`config.mk`:
```
export PLATFORM = sky130hd
export DESIGN_NAME = busclk_en_tree
export DESIGN_NICKNAME = d
export VERILOG_FILES = /design/src/rtl/busclk_pkg.sv /design/src/rtl/ce_divider.sv /design/src/rtl/tim_doubler.sv /design/src/rtl/fixed_ce.sv /design/src/rtl/busclk_en_tree.sv
export SDC_FILE = /design/constraint.sdc
export NUM_CORES = 1
export LEC_CHECK = 0
export BUFFER_PORTS_ARGS = -buffer_cell sky130_fd_sc_hd__buf_2
export CELL_PAD_IN_SITES_DETAIL_PLACEMENT = 0
export CELL_PAD_IN_SITES_GLOBAL_PLACEMENT = 1
export CORE_ASPECT_RATIO = 2
export CORE_MARGIN = 2
export CORE_UTILIZATION = 30
export CTS_CLUSTER_DIAMETER = 80
export DETAILED_ROUTE_END_ITERATION = 6
export GPL_ROUTABILITY_DRIVEN = 0
export PLACE_DENSITY = 0.56
export SYNTH_ARGS = -nofsm -noshare
export SYNTH_HDL_FRONTEND = slang
export SYNTH_SLANG_ARGS = --single-unit
```
`constraint.sdc`:
```
create_clock -name clk -period 3.95 [get_ports clk]
set_input_delay 0.1975 -clock clk [delete_from_list [all_inputs] [get_ports clk]]
set_output_delay 0.1975 -clock clk [all_outputs]
set_load 0.005 [all_outputs]
```
`src/rtl/busclk_pkg.sv`:
```
package busclk_pkg;

  // AHB code: top bit clear -> 1; else low bits pick 2,4,8,16,64,128,256,512
  function automatic logic [15:0] ahb_ratio_of(input logic [7:0] code, input int cw);
    logic [7:0] low;
    logic [7:0] sh;
    if (!code[cw-1]) return 16'd1;
    low = code & 8'((1 << (cw - 1)) - 1);
    sh  = low + 8'd1;
    if (low >= 8'(1 << (cw - 2))) sh = sh + 8'd1;
    return 16'd1 << sh;
  endfunction

  // APB code: top bit clear -> 1; else powers of two from 2 upward
  function automatic logic [15:0] apb_ratio_of(input logic [7:0] code, input int cw);
    logic [7:0] low;
    if (!code[cw-1]) return 16'd1;
    low = code & 8'((1 << (cw - 1)) - 1);
    return 16'd1 << (low + 8'd1);
  endfunction

  // ADC code: even ratios 2,4,6,...
  function automatic logic [15:0] adc_ratio_of(input logic [7:0] code);
    return 16'({code, 1'b0}) + 16'd2;
  endfunction

endpackage

```
`src/rtl/ce_divider.sv`:
```
module ce_divider #(
  parameter int RW = 4
) (
  input  logic          clk,
  input  logic          rst_n,
  input  logic          tick_in,
  input  logic [RW-1:0] ratio_req,
  output logic          en_out,
  output logic [RW-1:0] cnt_out,
  output logic [RW-1:0] ratio_out
);
  localparam logic [RW-1:0] ONE = RW'(1);

  logic [RW-1:0] cnt_q, cnt_d;
  logic [RW-1:0] ratio_q, ratio_d;
  logic          at_end;

  assign at_end = (cnt_q == '0);

  always_comb begin
    cnt_d   = cnt_q;
    ratio_d = ratio_q;
    en_out  = tick_in & at_end;
    if (tick_in) begin
      if (at_end) begin
        ratio_d = (ratio_req == '0) ? ONE : ratio_req;
        cnt_d   = ratio_d - ONE;
      end else begin
        cnt_d = cnt_q - ONE;
      end
    end
  end

  always_ff @(posedge clk or negedge rst_n) begin
    if (!rst_n) begin
      cnt_q   <= '0;
      ratio_q <= ONE;
    end else if (tick_in) begin
      cnt_q   <= cnt_d;
      ratio_q <= ratio_d;
    end
  end

  assign cnt_out   = cnt_q;
  assign ratio_out = ratio_q;
endmodule

```
`src/rtl/tim_doubler.sv`:
```
module tim_doubler #(
  parameter int RW = 5
) (
  input  logic          parent_tick,
  input  logic          bus_en,
  input  logic [RW-1:0] bus_cnt,
  input  logic [RW-1:0] bus_ratio,
  output logic          tim_en
);
  logic          pass_through;
  logic          at_half;
  logic [RW-1:0] half;

  assign half         = bus_ratio >> 1;
  assign pass_through = (bus_ratio == RW'(1));
  assign at_half      = (bus_cnt == '0) | (bus_cnt == half);

  always_comb begin
    if (pass_through) tim_en = bus_en;
    else              tim_en = parent_tick & at_half;
  end
endmodule

```
`src/rtl/fixed_ce.sv`:
```
module fixed_ce #(
  parameter int DIV = 8,
  localparam int CW = (DIV > 2) ? $clog2(DIV) : 1
) (
  input  logic clk,
  input  logic rst_n,
  input  logic tick_in,
  output logic en_out
);
  localparam logic [CW-1:0] LAST = CW'(DIV - 1);

  logic [CW-1:0] cnt_q, cnt_d;
  logic          wrap;

  assign wrap   = (cnt_q == LAST);
  assign en_out = tick_in & wrap;

  always_comb begin
    cnt_d = cnt_q;
    if (tick_in) cnt_d = wrap ? '0 : cnt_q + CW'(1);
  end

  always_ff @(posedge clk or negedge rst_n) begin
    if (!rst_n)       cnt_q <= '0;
    else if (tick_in) cnt_q <= cnt_d;
  end
endmodule

```
`src/rtl/busclk_en_tree.sv`:
```
module busclk_en_tree
  import busclk_pkg::*;
#(
  parameter int AHB_CW   = 4,
  parameter int APB_CW   = 3,
  parameter int ADC_CW   = 2,
  parameter int TICK_DIV = 8,
  parameter int SD_DIV   = 2,
  localparam int AHB_RW  = (1 << (AHB_CW - 1)) + 2,
  localparam int APB_RW  = (1 << (APB_CW - 1)) + 1,
  localparam int ADC_RW  = $clog2(2 << ADC_CW) + 1
) (
  input  logic              clk,
  input  logic              rst_n,
  input  logic [AHB_CW-1:0] ahb_code,
  input  logic [APB_CW-1:0] apb_lo_code,
  input  logic [APB_CW-1:0] apb_hi_code,
  input  logic [ADC_CW-1:0] adc_code,
  output logic              en_ahb,
  output logic              en_apb_lo,
  output logic              en_apb_hi,
  output logic              en_tim_lo,
  output logic              en_tim_hi,
  output logic              en_adc,
  output logic              en_tick,
  output logic              en_sd,
  output logic [AHB_RW-1:0] ahb_div,
  output logic [APB_RW-1:0] apb_lo_div,
  output logic [APB_RW-1:0] apb_hi_div,
  output logic [ADC_RW-1:0] adc_div
);
  localparam int NUM_APB = 2;

  // reset: asserted asynchronously, released on the clock
  logic [1:0] rs_q;
  logic       rst_sync_n;

  always_ff @(posedge clk or negedge rst_n) begin
    if (!rst_n) rs_q <= '0;
    else        rs_q <= {rs_q[0], 1'b1};
  end
  assign rst_sync_n = rs_q[1];

  // system bus divider, ticking on every root cycle once running
  logic [AHB_RW-1:0] ahb_req;
  logic [AHB_RW-1:0] ahb_cnt;

  assign ahb_req = AHB_RW'(ahb_ratio_of(8'(ahb_code), AHB_CW));

  ce_divider #(.RW(AHB_RW)) u_ahb (
    .clk       (clk),
    .rst_n     (rst_sync_n),
    .tick_in   (rst_sync_n),
    .ratio_req (ahb_req),
    .en_out    (en_ahb),
    .cnt_out   (ahb_cnt),
    .ratio_out (ahb_div)
  );

  // peripheral buses and their timer kernels
  logic [APB_CW-1:0] apb_code_a  [NUM_APB];
  logic              apb_en_a    [NUM_APB];
  logic              tim_en_a    [NUM_APB];
  logic [APB_RW-1:0] apb_ratio_a [NUM_APB];

  assign apb_code_a[0] = apb_lo_code;
  assign apb_code_a[1] = apb_hi_code;

  for (genvar gi = 0; gi < NUM_APB; gi++) begin : g_apb
    logic [APB_RW-1:0] req;
    logic [APB_RW-1:0] cnt;

    assign req = APB_RW'(apb_ratio_of(8'(apb_code_a[gi]), APB_CW));

    ce_divider #(.RW(APB_RW)) u_div (
      .clk       (clk),
      .rst_n     (rst_sync_n),
      .tick_in   (en_ahb),
      .ratio_req (req),
      .en_out    (apb_en_a[gi]),
      .cnt_out   (cnt),
      .ratio_out (apb_ratio_a[gi])
    );

    tim_doubler #(.RW(APB_RW)) u_tim (
      .parent_tick (en_ahb),
      .bus_en      (apb_en_a[gi]),
      .bus_cnt     (cnt),
      .bus_ratio   (apb_ratio_a[gi]),
      .tim_en      (tim_en_a[gi])
    );
  end

  assign en_apb_lo  = apb_en_a[0];
  assign en_apb_hi  = apb_en_a[1];
  assign en_tim_lo  = tim_en_a[0];
  assign en_tim_hi  = tim_en_a[1];
  assign apb_lo_div = apb_ratio_a[0];
  assign apb_hi_div = apb_ratio_a[1];

  // ADC kernel under the high-speed peripheral bus
  logic [ADC_RW-1:0] adc_req;
  logic [ADC_RW-1:0] adc_cnt_unused;

  assign adc_req = ADC_RW'(adc_ratio_of(8'(adc_code)));

  ce_divider #(.RW(ADC_RW)) u_adc (
    .clk       (clk),
    .rst_n     (rst_sync_n),
    .tick_in   (apb_en_a[1]),
    .ratio_req (adc_req),
    .en_out    (en_adc),
    .cnt_out   (adc_cnt_unused),
    .ratio_out (adc_div)
  );

  // fixed taps off the system bus
  fixed_ce #(.DIV(TICK_DIV)) u_tick (
    .clk     (clk),
    .rst_n   (rst_sync_n),
    .tick_in (en_ahb),
    .en_out  (en_tick)
  );

  fixed_ce #(.DIV(SD_DIV)) u_sd (
    .clk     (clk),
    .rst_n   (rst_sync_n),
    .tick_in (en_ahb),
    .en_out  (en_sd)
  );
endmodule

```
; Word-level counts from Yosys, hierarchy flattened
; Cells that the tools add are included.
[word_totals]
reg_bits = 54
inputBits = 14
output_inout_bits = 32
wordCells = 74
[classes]
add_sub_neg = 15
shift = 3
order_cmp = 1
bitwise_logic = 10
mux = 17
n_reduce_logical = 12
eq_ne = 5
[ops]
columns = cell, n
row1 = 5-bit two-way mux, 7
row2 = 10-bit two-way mux, 3
row3 = 10-bit zero test, 2
row4 = 5-bit zero test, 4
row5 = 10-bit by 1-bit subtractor with 10-bit output (second input constant), 2
row6 = 5-bit by 1-bit subtractor with 5-bit output (second input constant), 4
row7 = 5-bit by 1-bit equality test with 1-bit output (second input constant), 2
row8 = 5-bit by 4-bit equality test with 1-bit output, 2
row9 = 1-bit by 3-bit left shift with 5-bit output (first input constant), 2
row10 = 1-bit by 8-bit left shift with 10-bit output (first input constant), 1
row11 = 1-bit AND, 8
row12 = 4-bit zero test, 2
row13 = 4-bit two-way mux, 2
row14 = 8-bit two-way mux, 1
row15 = 2-bit AND reduction, 4
row16 = 4-bit by 1-bit subtractor with 4-bit output (second input constant), 2
row17 = 2-bit by 1-bit adder with 3-bit output (second input constant), 2
row18 = 4-bit by 1-bit adder with 5-bit output (second input constant), 1
row19 = 3-bit by 1-bit adder with 4-bit output (second input constant), 1
row20 = 3-bit by 2-bit adder with 4-bit output (second input constant), 1
row21 = 3-bit by 1-bit adder with 3-bit output (second input constant), 1
row22 = 3-bit equality test (second input constant), 1
row23 = 3-bit greater-or-equal comparator (second input constant), 1
row24 = 1-bit two-way mux, 3
row25 = 3 further kinds, 4

; Depth between registers and ports, before layout
; Gate-level depths: netlist (run 1).
[logic_depth]
depth_word = 10
mapped_depth = 14
mapped_depth_nobuf = 12

; Modules after synthesis
; Synthesis (run 1) repeated with hierarchy kept, for this count alone.
[hier_totals]
hier_cells = 348
area_unflattened_um2 = 3580.9
[by_module_without_submodules]
columns = mod, area_per_inst_um2, seq_area_each_um2, n_inst, cells_per_inst
row1 = ce_divider at u_ahb, 1181.1, 501.7, 1, 120
row2 = ce_divider at g_apb[0].u_div ..., 551.8, 251.5, 2, 44
row3 = busclk_en_tree, 506.7, 50.0, 1, 65
row4 = ce_divider at u_adc, 421.7, 201.4, 1, 38
row5 = tim_doubler, 90.1, 0.0, 2, 12
row6 = fixed_ce at u_tick, 146.4, 75.1, 1, 10
row7 = fixed_ce at u_sd, 41.3, 25.0, 1, 3

; Worst setup path before layout (run 1)
; No wires, ideal clock.
[synth_timing]
kind = in2reg
from = input port ahb_code[0]
to = register u_ahb.cnt_q[6], in the netlist u_ahb.cnt_out[6]
required_time_ps = 3864
arrival_ps = 2694
slack_ps = 1170
cell_stages = 13
cell_sequence = buf_2 > inv_1 > ha_1 > or3b_1 > a221o_1 > o221ai_1 > a21oi_1 > ha_1 > nor2b_1 > o21ai_2 > a211oi_1 > and3_1 > nor3_1
[synth_via]
elab_chain_cells = 10
elab_cells_between_ends = 11
cone_classes = add/sub (3) / order compare (1) / shift (1) / mux (5) / reduce/logical (1)
[synth_rtl]
columns = item, line_no
row1 = from (decl), busclk_en_tree.sv:15  ; input logic [AHB_CW-1:0] ahb_code,
row2 = 3-bit by 1-bit adder with 4-bit output, busclk_pkg.sv:9  ; sh = low + 8'd1;
row3 = 4-bit by 1-bit adder with 5-bit output, busclk_pkg.sv:10  ; if (low >= 8'(1 << (cw - 2))) sh = sh + 8'd1;
row4 = 5-bit two-way mux (*), busclk_pkg.sv:10
row5 = 8-bit two-way mux (*), busclk_pkg.sv:8  ; low = code & 8'((1 << (cw - 1)) - 1);
row6 = 1-bit by 8-bit left shift with 10-bit output (*), busclk_pkg.sv:11  ; return 16'd1 << sh;
row7 = 10-bit two-way mux (*), busclk_pkg.sv:8
row8 = 10-bit zero test, ce_divider.sv:26  ; ratio_d = (ratio_req == '0) ? ONE : ratio_req;
row9 = 10-bit two-way mux (*), ce_divider.sv:26
row10 = 10-bit by 1-bit subtractor with 10-bit output (*), ce_divider.sv:27  ; cnt_d = ratio_d - ONE;
row11 = 10-bit two-way mux (*), ce_divider.sv:25  ; if (at_end) begin
row12 = to (signal assigned), ce_divider.sv:39  ; cnt_q <= cnt_d;
row13 = to (decl), ce_divider.sv:14  ; logic [RW-1:0] cnt_q, cnt_d;
; Mark *: on every way between the ends. The rest lies on a longest branch, timed or not. The select of a mux whose other input is x is not followed.
; A chain may end at the register's enable or synchronous reset.

; Worst setup path after layout (run 1)
[layout_timing]
from = input port ahb_code[0]
to = register u_ahb.cnt_q[8], in the netlist u_ahb.cnt_out[8]
; The elaborated chain is that of the path after synthesis.

==> reports/metrics.csv, run 1 <==
metric;value;unit
width of the die;76.5;µm
Worst Path Max Fanout;17;
Max-slew headroom;48.0;%
clk buf depth;2;
Most used DFF post-synth;dfrtp_1;
PortBufs;45;
unrepaired setup endpoints after global routing;false;
cell mode on critical path;ha_1;
skew final;0.00885;ns
CTS resizes;0;
Static Leak;1.71;nW
Num CTS Buffers;5;
FMAX;321;MHz
Pwr Density;422;nW/µm²
synthesized net count;355;
initial antenna violation count;0;
Worst path max stage delay;0.48;ns
post-synthesis sequential area ratio;43.0;%
Final Hold Vio Count;0;
Worst EP required;4.13;ns
vias in the first global route;2617;
CP Buf/Inv Count;2;
placed cell areas;3500;µm²
DR top layer;met4;
status;complete, no violations;
FFs w/ async S/R, synth;100;%
CP max-delay cell;ha_1;
Top delay family on crit path;compound AO/OA/AOI/OAI gates;
Post-DP HPWL;6000;µm
WS Path Type;input port to register;
total wire length;7890;µm
metal3 WL;153;µm
DR WL met2;4520;µm
Starting Density;30.3;%
Wirelength per Cell;15.5;µm
number of hold buffers added after cts;1;
area delta synth->final;15.8;%
Layout Nets;396;
Clock transition at path regs;0.07;ns
first-pass GRT wire length;13000;µm
Vias/cell;5.07;
Synth warnings;0;
clock sink count;54;
DRC errors left;0;
final setup vio count;0;
Vias;2587;
Worst EP arrival;3.30;ns
Chip Height;149;µm
R2R Setup Slk;1.05;ns
Pre-antenna DRT Iters;4;
post-route setup TNS;0;ns
Yosys reg bits;54;
Antenna Nets Post-Route;0;
wire length on met1;2980;µm
die area;11400;µm²
CTS root buffer;clkbuf_16;
Cells after Synth;331;
Max VDD drop;0.164;mV
share of cells above drive strength 1;22.3;%
Finished Cell Area;3660;µm²
Slew @ Worst Pin;0.781;ns
GRT Overall Usage;14.4;%
total core area;10400;µm²
Mapped Avg Cell Area;9.54;µm²
max-slew violations;0;
ratio of final minimum period to clock period;78.9;%
EDFF count, synth;0;
crit end category;register;
fin crit period;3.12;ns
CTS tree;yes;
critical-path cell list;buf_2 -> inv_1 -> ha_1 -> or3b_1 -> a31oi_4 -> nor2_1 -> a21oi_1 -> ha_1 -> nor2b_1 -> o21ai_2 -> a211oi_1 -> nand2_1 -> xor2_1;
clk_lat worst skew;0.29;ns
# diodes;0;
Yosys cell types;65;
maxcap violations;0;
Startpoint Class;input port;
synthesized area;3160;µm²
total grt overflow;0;
pin count of the biggest net entering global routing;63;
Post-CTS Setup Inserts;0;
Ports;46;
Hold Crit Class;input port to register;
htree depth;2;
Row Count;53;
DR iter-0 viols;96;
[power by group]
part           total [W]  internal (W)  switching [W]
clock           0.000452      0.000252       0.000200
combinational   0.000356      0.000158       0.000197
sequential      0.000736      0.000645      0.0000908
total            0.00154       0.00106       0.000488
[cells in the final DEF (no fill, tap or decap), types with 4 or more instances in the layout]
cell type and n:
o21ai_0 17, a22o_1 5, nor3_1 13, nor2_1 21
a211oi_1 4, mux2_2 8, dfstp_2 4, xor2_1 5
a21oi_1 17, clkbuf_16 5, or3_1 5, xnor2_1 12
ha_1 10, a21o_1 6, o31ai_1 6, dfrtp_1 49
nor2b_1 7, nand2_1 45, nand3_1 6, inv_1 13
buf_2 45
[routing by layer]
layer	GRT usage (%)	vias to the layer above
met5	0	-
met2	28.8	46
met3	1.63	14
met1	14.3	1260
met4	6.82	0
li1	-	1267
[synthesized netlist by cell type, types with 2 or more instances]
library cell   n  area (µm²)
dfrtp_1       50        1250
nand2_1       45         169
nor2_1        21        78.8
a21oi_1       17        85.1
o21ai_0       17        85.1
inv_1         13        48.8
nor3_1        13        65.1
xnor2_1       12         105
ha_1          10         125
mux2_2         8        90.1
nor2b_1        7        43.8
a21o_1         6        45.0
buf_2          6        30.0
nand3_1        6        30.0
o31ai_1        6        45.0
a22o_1         5        43.8
clkbuf_1       5        18.8
or3_1          5        31.3
xor2_1         5        43.8
a211oi_1       4        30.0
dfstp_2        4         105
a31oi_1        3        18.8
and3_1         3        18.8
nand3b_1       3        22.5
nor3_4         3        48.8
or4_4          3        33.8
a21boi_0       2        15.0
a32oi_1        2        17.5
and2_1         2        12.5
mux2i_1        2        20.0
nand2_2        2        12.5
nand2b_1       2        12.5
nor3b_1        2        15.0
nor4_1         2        12.5
o211ai_1       2        15.0
o221ai_1       2        17.5
o41ai_1        2        17.5
or4_1          2        15.0
[worst register-to-register path: stages, from the launching register on]
cell and delay [ns]:
dfrtp_1 0.42, or4_4 0.59, or3_1 0.55, nor2_1 0.23, a21oi_1 0.10, ha_1 0.23
nor2b_1 0.15, o21ai_2 0.11, a211oi_1 0.11, and3_1 0.20, nor3_1 0.12
[layout make-up]
class / instances / area (µm²)
flip-flops and latches: 54 / 1360
well taps: 137 / 171
repair buffers: 48 / 250
clock inverters: 1 / 5.00
multi-input cells: 249 / 1680
clock buffers: 7 / 143
inverters: 14 / 52.6
fillers: 1094 / 6760
[sequential cells by signal, summed over array words and instances (netlist names)]
name	flops
u_ahb.ratio_out	10
g_apb.u_div.cnt_out	10
u_adc.cnt_out	4
u_tick.cnt_q	3
u_sd.cnt_q	1
u_adc.ratio_out	4
u_ahb.cnt_out	10
g_apb.u_div.ratio_out	10
rs_q	2
[logic make-up (layout without fill, tap and decap cells)]
logic type	count (synthesis)	after routing	share of synthesized area (%)
adder cells (fa/ha/maj)	10	10	3.96
multiplexers	10	10	3.49
XOR/XNOR	18	18	5.43
AND/OR/NAND/NOR	129	129	21.9
buffers and inverters	28	70	3.92
AO/OA/AOI/OAI	81	81	18.2
flip-flops	54	54	43.0
other	1	1	0.119
[metrics by stage]
step           util [%]  std cells  hold WS (ns)  setup slack, ns  power [W]
5_1_grt            35.1        510         0.166            0.543    0.00164
2_1_floorplan         -        331       -0.0981             1.17   0.000983
3_5_place_dp       33.6        501       -0.0164            0.542    0.00111
4_1_cts            35.1        510         0.138            0.856    0.00157
6_report           35.1        510         0.149            0.835    0.00154
3_3_place_gp       33.6        501       -0.0163            0.655    0.00110
[path summary, 6_finish.rpt]
check | startpoint | endpoint | cells after the start
min in group asynchronous | rst_n | rs_q[1] | 2
worst min register to register | rs_q[0] | rs_q[1] | 0
worst max-delay path | ahb_code[0] | u_ahb.cnt_out[8] | 13
worst min-delay path | adc_code[0] | u_adc.ratio_out[1] | 2
worst max register to register | u_ahb.cnt_out[1] | u_ahb.cnt_out[6] | 10
max in group asynchronous | rs_q[1] | u_adc.ratio_out[3] | 1
No activity file was read; power rests on OpenSTA's default activity.
==> run 2: changes to the inputs <==
Clock period 3.95 ns to 3.03 ns, I/O delays scaled along.
==> reports/metrics.csv, run 2 (same netlist as run 1, synthesis figures left out) <==
metric;value;unit;change
# diodes;0;;unchanged
max-slew violations;0;;unchanged
first-pass GRT wire length;13100;µm;+0.80%
clock network power share;31.1;%;+1.8 points
initial antenna violation count;0;;unchanged
pin count of the biggest net entering global routing;43;;-32%
Clock transition at path regs;0.07;ns;about the same
Pwr Density;554;nW/µm²;+31%
ratio of final minimum period to clock period;89.5;%;
Top delay family on crit path;simple AND/OR/NAND/NOR gates;;
Int Pwr;0.00145;W;+37%
Static Leak;1.77;nW;+3.6%
share of cells above drive strength 1;24.7;%;+2.5 points
PortBufs;45;;unchanged
CP max-delay cell;or4_4;;
Hold Crit Class;input port to register;;
crit end category;primary output;;
area delta synth->final;19.0;%;
total core area;10400;µm²;unchanged
maxcap violations;0;;unchanged
Num CTS Buffers;5;;unchanged
CTS resizes;0;;unchanged
hold_ws;0.0799;ns;-0.0688 ns
CP Buf/Inv Count;2;;unchanged
clk buf depth;2;;unchanged
fin crit period;2.71;ns;
sw frac;30.5;%;-1.1 points
Wirelength per Cell;15.3;µm;-0.97%
Worst path max stage delay;0.59;ns;+0.11 ns
CTS root buffer;clkbuf_16;;
number of hold buffers added after cts;1;;unchanged
Sequential Power Share;46.1;%;-1.6 points
NetSw;0.000636;W;+30%
Chip Height;149;µm;unchanged
Layout Nets;407;;+2.8%
width of the die;76.5;µm;unchanged
status;complete, no violations;;
CTS tree;yes;;
Startpoint Class;register;;
total power;0.00208;W;+35%
Post-CTS Setup Inserts;0;;unchanged
post-route setup TNS;0;ns;unchanged
Row Count;53;;unchanged
Post-DP HPWL;6310;µm;+5.1%
total wire length;7990;µm;+1.2%
DRC errors left;0;;unchanged
final setup vio count;0;;unchanged
Worst EP arrival;2.56;ns;-0.74 ns
die area;11400;µm²;unchanged
commonest non-fill, non-tap cell in the layout;dfrtp_1;;
GRT Overall Usage;14.6;%;+0.28 points
Worst Path Max Fanout;15;;-2
Vias;2628;;+1.6%
most frequent cells in the layout;49 x dfrtp_1, 45 x nand2_1, 45 x buf_2, 21 x nor2_1;;
Ports;46;;unchanged
Worst EP required;2.88;ns;-1.25 ns
htree depth;2;;unchanged
Max-slew headroom;64.8;%;+17 points
DR iter-0 viols;66;;-31%
FMAX;369;MHz;
WS Path Type;register to primary output;;
critical-path cell list;or4_4 -> nor3_4 -> nand2_2 -> inv_2 -> nand2_2 -> nor3_4 -> buf_2;;
Starting Density;30.3;%;unchanged
Slew @ Worst Pin;0.528;ns;-0.253 ns
Antenna Nets Post-Route;0;;unchanged
skew final;0.00908;ns;+0.000223 ns
Final Hold Vio Count;0;;unchanged
unrepaired setup endpoints after global routing;false;;
Pre-antenna DRT Iters;4;;unchanged
vias in the first global route;2555;;-2.4%
clk_lat worst skew;0.30;ns;about the same
total grt overflow;0;;unchanged
Max VDD drop;0.256;mV;+56%
clock sink count;54;;unchanged
Vias/cell;5.04;;-0.56%
Comb pwr share;22.9;%;about the same
run 2: changes by cell type in the layout (fill, tap and decap cells not counted), sizes merged:
| cell | delta |
|---|---|
| buf | +11 |
| bufinv | +1 |
| clkbuf | -2 |
| clkinv | +1 |
run 2: metal layers:
layer,GRT usage (%),up-vias,routed length [µm]
met1,15.0,1280,2920
met2,28.9,52,4690
met4,6.82,0,197
met5,0,-,0
met3,1.63,9,178
li1,-,1287,-
run 2: final timing paths:
path	startpoint	slack, ns	cells past startpoint	endpoint
max	u_ahb.cnt_out[1]	0.32	7	en_adc
max reg2reg	u_ahb.cnt_out[1]	0.41	10	u_ahb.cnt_out[6]
min reg2reg	rs_q[1]	0.35	1	u_ahb.cnt_out[2]
min	adc_code[0]	0.08	2	u_adc.ratio_out[1]
max in group asynchronous	rs_q[1]	2.19	1	u_adc.ratio_out[0]
min in group asynchronous	rst_n	0.17	2	rs_q[0]
run 2: worst register-to-register path, stage by stage (launching register included):
cell	delay, ns
dfrtp_1	0.42
or4_4	0.59
or3_1	0.39
nor2_1	0.16
a21oi_1	0.09
ha_1	0.22
nor2b_1	0.14
o21ai_2	0.10
a211oi_1	0.11
and3_1	0.20
nor3_1	0.12
run 2: layout make-up:
type / instances / area, µm²
sequential: 54 / 1360
clock buffer: 5 / 125
multi-input combinational: 249 / 1680
timing repair buffer: 59 / 333
fill: 1123 / 6660
tap: 137 / 171
clock inverter: 3 / 40.0
inverter: 14 / 52.6
run 2: power by group through the flow:
| stage | combinational [W] | sequential [W] | clock [W] |
|---|---|---|---|
| 2_1_floorplan | 0.000330 | 0.000951 | 0 |
| 3_3_place_gp | 0.000476 | 0.000973 | 0 |
| 3_5_place_dp | 0.000485 | 0.000974 | 0 |
| 4_1_cts | 0.000487 | 0.000961 | 0.000671 |
| 5_1_grt | 0.000545 | 0.000979 | 0.000707 |
| 6_report | 0.000476 | 0.000959 | 0.000646 |
run 2: metrics by stage:
stage | util, % | std cells | setup WS, ns | area, µm²
floorplan | - | 331 | 0.296 | 3160
global placement | 34.4 | 512 | 0.221 | 3580
detailed placement | 34.4 | 512 | 0.105 | 3580
CTS | 36.1 | 521 | 0.261 | 3760
global route | 36.1 | 521 | 0.123 | 3760
finish | 36.1 | 521 | 0.319 | 3760
==> run 3: changes to the inputs <==
Settings changed: PLACE_DENSITY 0.56 to 0.55, SYNTH_HIERARCHICAL set to 1.
==> reports/metrics.csv, run 3 <==
metric;value;unit;change
CTS tree;yes;;
clock network power share;33.2;%;+2.1 points
Mapped Avg Cell Area;10.3;µm²;+7.9%
total grt overflow;0;;unchanged
crit end category;register;;
skew final;0.00829;ns;-0.000789 ns
vias in the first global route;3152;;+23%
Final Hold Vio Count;0;;unchanged
WS Path Type;input port to register;;
Most used DFF post-synth;dfrtp_1;;
pin count of the biggest net entering global routing;58;;+35%
leading post-synthesis cells by cell area;dfrtp_1 35%, mux2_2 7.5%, a21oi_1 3.8%;;
PortBufs;45;;unchanged
R2R Setup Slk;0.24;ns;-0.17 ns
first-pass GRT wire length;15000;µm;+14%
Worst EP arrival;3.08;ns;+0.52 ns
Hold Crit Class;input port to asynchronous set/reset pin;;
NetSw;0.000582;W;-8.5%
clk buf depth;2;;unchanged
total core area;11700;µm²;+12%
synthesized area;3580;µm²;+13%
Worst Path Max Fanout;7;;-8
clock sink count;54;;unchanged
Int Pwr;0.00144;W;-0.39%
area delta synth->final;27.0;%;
Synth warnings;6;;+6
FFs w/ async S/R, synth;100;%;unchanged
max-slew violations;0;;unchanged
# diodes;0;;unchanged
Vias/cell;5.12;;+1.4%
EDFF count, synth;0;;unchanged
Comb pwr share;23.5;%;+0.6 points
post-synth top area cell;dfrtp_1;;
commonest non-fill, non-tap cell in the layout;dfrtp_1;;
Vias;2983;;+14%
FMAX;345;MHz;-6.5%
count leader, synth;dfrtp_1;;
sw frac;28.8;%;-1.8 points
ratio of final minimum period to clock period;95.6;%;+6.2 points
Worst EP required;3.22;ns;+0.34 ns
Row Count;56;;+5.7%
Num CTS Buffers;5;;unchanged
CTS root buffer;clkbuf_16;;
Chip Height;159;µm;+6.3%
status;complete, no violations;;
Final Non-Filler Cells;583;;+12%
width of the die;81.3;µm;+6.2%
Pwr Density;444;nW/µm²;-20%
Ports;46;;unchanged
Post-DP HPWL;7200;µm;+14%
Startpoint Class;input port;;
total wire length;9030;µm;+13%
synth cell count leaders;50 x dfrtp_1, 27 x a21oi_1, 24 x inv_1, 24 x mux2_2, 19 x nor2_1;;
unrepaired setup endpoints after global routing;true;;
Cells after Synth;348;;+5.1%
htree depth;2;;unchanged
Starting Density;30.6;%;+0.28 points
maxcap violations;0;;unchanged
most frequent cells in the layout;49 x dfrtp_1, 45 x buf_4, 45 x buf_2, 26 x a21oi_1, 24 x mux2_2;;
Finished Cell Area;4550;µm²;+21%
placed cell areas;4330;µm²;+21%
fin crit period;2.90;ns;+0.187 ns
Slew @ Worst Pin;0.681;ns;+0.153 ns
GRT Overall Usage;15.2;%;+0.53 points
placed insts;573;;+12%
Yosys cell types;72;;+11%
total power;0.00202;W;-2.9%
Static Leak;2.10;nW;+19%
Layout Nets;461;;+13%
die area;12900;µm²;+13%
Wirelength per Cell;15.5;µm;+1.0%
initial antenna violation count;0;;unchanged
Max VDD drop;0.263;mV;+2.9%
Max-slew headroom;54.6;%;-10 points
post-synth top area share;34.9;%;-4.7 points
Sequential Power Share;43.3;%;-2.8 points
DR iter-0 viols;90;;+36%
DRC errors left;0;;unchanged
Pre-antenna DRT Iters;4;;unchanged
final setup vio count;0;;unchanged
Yosys reg bits;54;;unchanged
share of cells above drive strength 1;40.6;%;+16 points
Antenna Nets Post-Route;0;;unchanged
clk_lat worst skew;0.29;ns;about the same
Clock transition at path regs;0.07;ns;about the same
final core utilization;38.9;%;+2.8 points
post-synthesis sequential area ratio;37.9;%;-5.1 points
## run 3: cell count changes after synthesis, sizes merged, moves of 5 or more
| cell | previous run | this run |
|---|---|---|
| nand2b | 2 | 10 |
| xnor2 | 12 | 5 |
| a21o | 6 | 1 |
| mux2 | 8 | 27 |
| nand2 | 47 | 16 |
| nor4b | 0 | 5 |
| xor2 | 5 | 10 |
| a21oi | 17 | 27 |
| inv | 14 | 25 |
## run 3: metrics by stage
step / hold WS, ns / setup TNS (ns) / setup WS [ns]
floorplan: -0.144 / -0.293 / -0.210
global route: 0.188 / -0.00822 / -0.00822
finish: 0.166 / 0 / 0.132
detailed placement: -0.0593 / -0.441 / -0.236
global placement: -0.0631 / -0.317 / -0.162
CTS: 0.154 / 0 / 0.0116
## run 3: worst paths after layout
check                            startpoint  cells after the start                 end
setup reg to reg           u_ahb/cnt_out[4]                     11    u_ahb/cnt_out[8]
max in group asynchronous           rs_q[1]                      1    u_ahb/cnt_out[8]
setup / recovery                ahb_code[0]                     15    u_ahb/cnt_out[6]
min in group clk                adc_code[0]                      3  u_adc/ratio_out[1]
hold reg to reg                     rs_q[1]                      0  u_ahb/ratio_out[4]
hold / removal                        rst_n                      2             rs_q[1]
## run 3: routing by layer
layer / up-vias / global-route usage (%) / routed length [µm]
met2: 50 / 30.5 / 5340
li1: 1466 / - / -
met5: - / 0 / 0
met4: 0 / 7.10 / 305
met1: 1449 / 14.5 / 3170
met3: 18 / 1.93 / 208
## run 3: cell families (layout without fill, tap and decap cells)
family                   after synthesis  count (layout)  share of synthesized area (%)
AND/OR/NAND/NOR                      113             113                           20.2
AO/OA/AOI/OAI                         89              89                           20.2
flip-flops                            54              54                           37.9
buffers and inverters                 36             124                           5.03
multiplexers                          29              29                           9.05
XOR/XNOR                              15              15                           3.88
adder cells (fa/ha/maj)               10              10                           3.49
other                                  2               4                          0.210
## run 3: final cells by class
class	instances	area, µm²
clock inverters	1	30.0
repair buffers	91	573
fillers	1174	7150
inverters	25	103
well taps	145	181
clock buffers	7	143
multi-input cells	260	2160
flip-flops and latches	54	1360
## run 3: power groups by stage
stage | clock (W) | combinational [W] | sequential [W]
6_report | 0.000671 | 0.000474 | 0.000876
5_1_grt | 0.000727 | 0.000529 | 0.000893
4_1_cts | 0.000702 | 0.000477 | 0.000879
3_5_place_dp | 0 | 0.000473 | 0.000889
3_3_place_gp | 0 | 0.000469 | 0.000890
2_1_floorplan | 0 | 0.000292 | 0.000885
## run 3: worst max-delay path: stages
cell and delay (ns):
buf_2 0.14, inv_6 0.05, ha_4 0.30, nand2b_4 0.07, buf_4 0.14, a211oi_4 0.38
nor4_4 0.10, or4_4 0.57, o31ai_4 0.23, a21oi_2 0.10, ha_2 0.19, or4b_4 0.21
a2111oi_0 0.06, a31o_1 0.19, a22o_1 0.22
## run 3: what timing repair did
| action | 4_1_cts | 5_1_grt |
|---|---|---|
| pin swaps | 0 | 2 |
| buffers inserted | 0 | 1 |
| hold endpoints to repair | 2 | 0 |
| setup endpoints to repair | 2 | 3 |
| hold buffers | 1 | 0 |
| resized for setup | 2 | 4 |
